$ cat config.mk
export PLATFORM = sky130hd
export DESIGN_NAME = wrr_egress_arb
export DESIGN_NICKNAME = d
export VERILOG_FILES = /design/src/rtl/wrr_pkg.sv /design/src/rtl/wrr_weight_bank.sv /design/src/rtl/wrr_rr_pick.sv /design/src/rtl/wrr_hold_ctrl.sv /design/src/rtl/wrr_egress_arb.sv
export SDC_FILE = /design/constraint.sdc
export NUM_CORES = 1
export LEC_CHECK = 0
export BUFFER_PORTS_ARGS = -buffer_cell sky130_fd_sc_hd__clkbuf_2
export CORE_ASPECT_RATIO = 1.1
export CORE_UTILIZATION = 50
export CTS_CLUSTER_DIAMETER = 120
export CTS_CLUSTER_SIZE = 25
export DETAILED_ROUTE_END_ITERATION = 8
export PLACE_DENSITY = 0.76
export SETUP_SLACK_MARGIN = 0.4
export SLEW_MARGIN = 10
export SYNTH_ARGS = -nofsm -noshare
export SYNTH_HDL_FRONTEND = slang
export SYNTH_SLANG_ARGS = --single-unit
$ cat constraint.sdc
create_clock -name clk_i -period 4.7 [get_ports clk_i]
set_input_delay 1.41 -clock clk_i [delete_from_list [all_inputs] [get_ports clk_i]]
set_output_delay 1.41 -clock clk_i [all_outputs]
set_load 0.05 [all_outputs]
$ cat src/rtl/wrr_pkg.sv
package wrr_pkg;
  typedef enum logic {
    HOLD_OPEN = 1'b0,
    HOLD_BUSY = 1'b1
  } hold_state_e;
endpackage

$ cat src/rtl/wrr_weight_bank.sv
module wrr_weight_bank #(
  parameter int N  = 4,
  parameter int WW = 4,
  localparam int PW = (N > 1) ? $clog2(N) : 1
) (
  input  logic          clk_i,
  input  logic          rst_ni,
  input  logic [N-1:0]  req_i,
  input  logic [WW-1:0] dflt_i,
  input  logic          held_i,
  input  logic          take_i,
  input  logic [PW-1:0] take_idx_i,
  output logic [N-1:0]  elig_o,
  output logic          reload_o
);
  logic [WW-1:0] w_q   [N];
  logic [WW-1:0] eff_w [N];
  logic [N-1:0]  nz_q;

  always_comb begin
    for (int i = 0; i < N; i++) nz_q[i] = |w_q[i];
  end

  // refill when every requester is out of budget
  assign reload_o = ~held_i & (|req_i) & ~(|(req_i & nz_q));

  always_comb begin
    for (int i = 0; i < N; i++) begin
      eff_w[i]  = reload_o ? dflt_i : w_q[i];
      elig_o[i] = req_i[i] & (|eff_w[i]);
    end
  end

  // empty after reset: the first request refills, same as starting full
  always_ff @(posedge clk_i or negedge rst_ni) begin
    if (!rst_ni) begin
      for (int i = 0; i < N; i++) w_q[i] <= '0;
    end else begin
      for (int i = 0; i < N; i++) begin
        if (take_i && (take_idx_i == PW'(i))) begin
          w_q[i] <= (|eff_w[i]) ? eff_w[i] - 1'b1 : '0;
        end else if (reload_o) begin
          w_q[i] <= dflt_i;
        end
      end
    end
  end
endmodule

$ cat src/rtl/wrr_rr_pick.sv
module wrr_rr_pick #(
  parameter int N = 4,
  localparam int PW = (N > 1) ? $clog2(N) : 1
) (
  input  logic [N-1:0]  elig_i,
  input  logic [PW-1:0] ptr_i,
  output logic [N-1:0]  gnt_o,
  output logic [PW-1:0] idx_o,
  output logic          any_o
);
  always_comb begin
    int pos;
    any_o = 1'b0;
    idx_o = '0;
    gnt_o = '0;
    for (int off = 0; off < N; off++) begin
      pos = int'(ptr_i) + off;
      if (pos >= N) pos = pos - N;
      if (!any_o && elig_i[pos]) begin
        any_o = 1'b1;
        idx_o = PW'(pos);
      end
    end
    if (any_o) gnt_o[idx_o] = 1'b1;
  end
endmodule

$ cat src/rtl/wrr_hold_ctrl.sv
module wrr_hold_ctrl
  import wrr_pkg::*;
#(
  parameter int N = 4,
  localparam int PW = (N > 1) ? $clog2(N) : 1
) (
  input  logic          clk_i,
  input  logic          rst_ni,
  input  logic [N-1:0]  pick_gnt_i,
  input  logic [PW-1:0] pick_idx_i,
  input  logic          pick_any_i,
  input  logic          xfer_i,
  input  logic [N-1:0]  head_i,
  input  logic [N-1:0]  tail_i,
  output logic [N-1:0]  gnt_o,
  output logic [PW-1:0] gnt_idx_o,
  output logic [PW-1:0] ptr_o,
  output logic          held_o,
  output logic          take_o
);
  hold_state_e   st_q;
  logic [PW-1:0] owner_q;
  logic [PW-1:0] ptr_q;
  logic          fire;

  assign held_o    = (st_q == HOLD_BUSY);
  assign gnt_o     = held_o ? (N'(1) << owner_q) : pick_gnt_i;
  assign gnt_idx_o = held_o ? owner_q : pick_idx_i;
  assign fire      = xfer_i & (held_o | pick_any_i);
  assign take_o    = fire & head_i[gnt_idx_o];
  assign ptr_o     = ptr_q;

  always_ff @(posedge clk_i or negedge rst_ni) begin
    if (!rst_ni) begin
      st_q    <= HOLD_OPEN;
      owner_q <= '0;
      ptr_q   <= '0;
    end else begin
      if (fire) begin
        st_q    <= tail_i[gnt_idx_o] ? HOLD_OPEN : HOLD_BUSY;
        owner_q <= gnt_idx_o;
      end
      if (take_o) begin
        ptr_q <= (gnt_idx_o == PW'(N - 1)) ? '0 : gnt_idx_o + 1'b1;
      end
    end
  end
endmodule

$ cat src/rtl/wrr_egress_arb.sv
module wrr_egress_arb #(
  parameter int N  = 4,
  parameter int WW = 4,
  localparam int PW = (N > 1) ? $clog2(N) : 1
) (
  input  logic          clk_i,
  input  logic          rst_ni,
  input  logic [N-1:0]  req_i,
  input  logic [N-1:0]  head_i,
  input  logic [N-1:0]  tail_i,
  input  logic          xfer_i,
  input  logic [WW-1:0] dflt_weight_i,
  output logic [N-1:0]  gnt_o
);
  logic [N-1:0]  elig;
  logic          reload;
  logic [N-1:0]  pick_gnt;
  logic [PW-1:0] pick_idx;
  logic          pick_any;
  logic [PW-1:0] gnt_idx;
  logic [PW-1:0] ptr;
  logic          held;
  logic          take;

  wrr_weight_bank #(.N(N), .WW(WW)) u_bank (
    .clk_i      (clk_i),
    .rst_ni     (rst_ni),
    .req_i      (req_i),
    .dflt_i     (dflt_weight_i),
    .held_i     (held),
    .take_i     (take),
    .take_idx_i (gnt_idx),
    .elig_o     (elig),
    .reload_o   (reload)
  );

  wrr_rr_pick #(.N(N)) u_pick (
    .elig_i (elig),
    .ptr_i  (ptr),
    .gnt_o  (pick_gnt),
    .idx_o  (pick_idx),
    .any_o  (pick_any)
  );

  wrr_hold_ctrl #(.N(N)) u_hold (
    .clk_i      (clk_i),
    .rst_ni     (rst_ni),
    .pick_gnt_i (pick_gnt),
    .pick_idx_i (pick_idx),
    .pick_any_i (pick_any),
    .xfer_i     (xfer_i),
    .head_i     (head_i),
    .tail_i     (tail_i),
    .gnt_o      (gnt_o),
    .gnt_idx_o  (gnt_idx),
    .ptr_o      (ptr),
    .held_o     (held),
    .take_o     (take)
  );
endmodule

==> results.yml <==
grt:
  grt_pass1_vias: 2017
  grt_remaining_overflow: 0
  grt_pass1_wl_um: 9250
  grt_max_degree: 22
  grtUsageTotal: 0.318
  antenna_found_initial: 0
sta:
  hold_violations: 0
  rsz0062_at_grt: "yes"
  finalCritPeriodShare: 1.06
  whs_ns: 0.630
  max_clock_freq_ghz: 0.202
  slew_headroom: 0.541
  setup_viol: 4
  slew_viol_final: 0
  worstMarginPinSlew_ns: 0.680
  finalClockSkew_ns: 0.0149
  fin_ws_ns: -0.260
  finalCriticalPeriod_ns: 4.96
yosys:
  synth-async-reset-ratio: 1.00
  ys_seq_area_frac: 0.292
  synth_top_area_frac: 0.292
  synthDistinctLibCells: 52
  yosys_most_used_dff: "dfrtp_1"
  synth_edf_count: 0
  synth_area_leaders: "dfrtp_1 29%, nand2_1 8.6%, mux2i_1 4.5%, nor2_1 4.0%, o32ai_1 2.9%"
  synth-seq-cells: 21
  syn_area_sq_um: 1800
  syn_inst: 223
  syn-num-nets: 246
  yosysTopAreaCell: "dfrtp_1"
  synth_warnings: 0
  avgSynthCellArea_sq_um: 8.06
floorplan:
  io_pins: 23
  rows: 22
  core_sq_um: 3390
  dieArea_sq_um: 3840
  start_util: 0.531
  die_y_um: 64.9
  fp.dieW_um: 59.2
finish:
  syn_to_final_growth_pct: 44.6
  layout_common_cells: "52 x buf_4, 41 x nand2_1, 21 x dfrtp_1"
  finalNetCount: 319
  final_core_util: 0.767
  drive_above_1_share: 0.390
  antenna_cells: 0
  final_common_cell: "buf_4"
cts:
  ctsLongestPathBuffers: 2
  cts.clk_slew.worst_paths_ns: 0.13
  clk_latency_ns: 0.33
  cts_buffers: 3
  tritoncts: "yes"
  root_buffer: "clkbuf_4"
  h-tree-depth: 1
  clock_sinks: 21
  postCtsHoldBufs: 0
power_and_ir_drop:
  p_seq_frac: 0.201
  vdd_drop_max_mv: 0.804
  power.switching_mw: 1.03
  p_leak_nw: 1.17
  p_comb_frac: 0.749
  netSwitchingFraction: 0.514
  power_density_nw_per_um2: 768
  clockPowerShare: 0.050
  intPower_uw: 969
critical_path:
  start_kind: "primary input"
  cp-end-kind: "primary output"
  cp_max_fo: 3
  cp_data_arrival_time_ns: 3.55
  worstSetupPathType: "in2out"
  required_ns: 3.29
route:
  vias: 2247
  detail_route.vias_per_cell: 6.55
  wl_per_cell_um: 18.6
  first_pass_iters: 8
  drt_wl_total_um: 6380
  drc: 0
  drtIter0Drc: 230
  drtAntennaViolNets: 0
run_status:
  status: "finished with violations"
  failed_checks: "setup timing"
placement:
  dp_hpwl_um: 4150
  port_buffers: 22
  place_congestion: 0.866
  dp_slack_ns: -0.495
job:
  drv_cap: 0
hold_path:
  hold_class: "reg2reg"
-- cell type report --
class / count / area, sq um
Fill cell: 236 / 788
Inverter: 11 / 41.3
Multi-Input combinational cell: 184 / 1380
Tap cell: 48 / 60.1
Timing Repair Buffer: 75 / 566
Clock buffer: 3 / 22.5
Clock inverter: 1 / 5.00
Sequential cell: 21 / 526
-- through the flow --
step                      instance area (sq um)  TNS (ns)  total power [mW]  instances
after floorplan                            1910    -0.636              1.24        223
after global placement                     2380     -1.54              1.62        329
after detailed placement                   2380     -1.75              1.64        329
after CTS                                  2520    -0.819              1.84        339
after global routing                       2600     -1.18              2.11        343
final                                      2600    -0.964              2.00        343
-- layer usage --
| layer | GRT usage | up-vias | routed length, um |
|---|---|---|---|
| met5 | 0 | - | 0 |
| met2 | 0.558 | 128 | 3210 |
| met3 | 0.0379 | 37 | 437 |
| met1 | 0.404 | 1077 | 2440 |
| li1 | - | 1005 | - |
| met4 | 0.0833 | 0 | 292 |
-- critical path, cell delays in order --
cell,delay (ns)
buf_6,0.09
or4_4,0.54
and4_4,0.20
a41o_1,0.19
a32o_2,0.25
or2_4,0.25
nor3_2,0.21
inv_2,0.10
o21ai_4,0.13
clkbuf_8,0.19
-- path summary, 6_finish.rpt --
path | startpoint | end | slack (ns) | cells past startpoint
min in group asynchronous | rst_ni | u_bank.w_q[0] | 1.04 | 1
worst max-delay path | req_i[0] | gnt_o[3] | -0.26 | 10
worst max register to register | u_bank.w_q[13] | u_bank.w_q[11] | 0.73 | 13
worst min-delay path | u_bank.w_q[15] | u_bank.w_q[15] | 0.63 | 2
worst min register to register | u_bank.w_q[15] | u_bank.w_q[15] | 0.63 | 2
max in group asynchronous | rst_ni | u_bank.w_q[2] | 3.27 | 1
-- sequential cells by signal, indices dropped and copies added (netlist names) --
register,cells
u_bank.w_q,16
u_hold.held_o,1
u_hold.owner_q,2
u_hold.ptr_o,2
-- power by group through the flow --
stage               sequential [mW]  combinational [mW]  clock [mW]
CTS                           0.389                1.36      0.0969
finish                        0.401                1.50      0.0992
global route                  0.408                1.60       0.105
global placement              0.388                1.23           0
floorplan                     0.345               0.894           0
detailed placement            0.393                1.25           0
-- synthesized netlist by cell type, types with 4 or more instances --
cell	n
a21oi_1	8
o32ai_1	6
a41oi_1	4
o22ai_1	7
ha_1	4
dfrtp_1	21
nand2_1	41
and2_1	5
nor4_1	5
nor3_1	7
nor2_1	19
or2_2	4
mux2i_1	8
inv_1	11
nand3_1	9
clkbuf_1	5
o21ai_0	7
-- what timing repair did --
| action | CTS | global route |
|---|---|---|
| setup endpoints to repair | 6 | 13 |
| pin swaps | 6 | 4 |
| gates resized for setup | 14 | 13 |
| setup buffers | 6 | 4 |
-- cells by family (layout without fill, tap and decap cells) --
group / count (synthesis) / after routing / share of synthesized area
AOI/OAI and AO/OA: 65 / 65 / 0.300
adders and majority gates: 4 / 4 / 0.0279
buffers and inverters: 18 / 90 / 0.0425
DFF: 21 / 21 / 0.292
muxes: 8 / 8 / 0.0446
and+or+nand+nor: 107 / 107 / 0.292
Power figures use the tool's default switching activity.
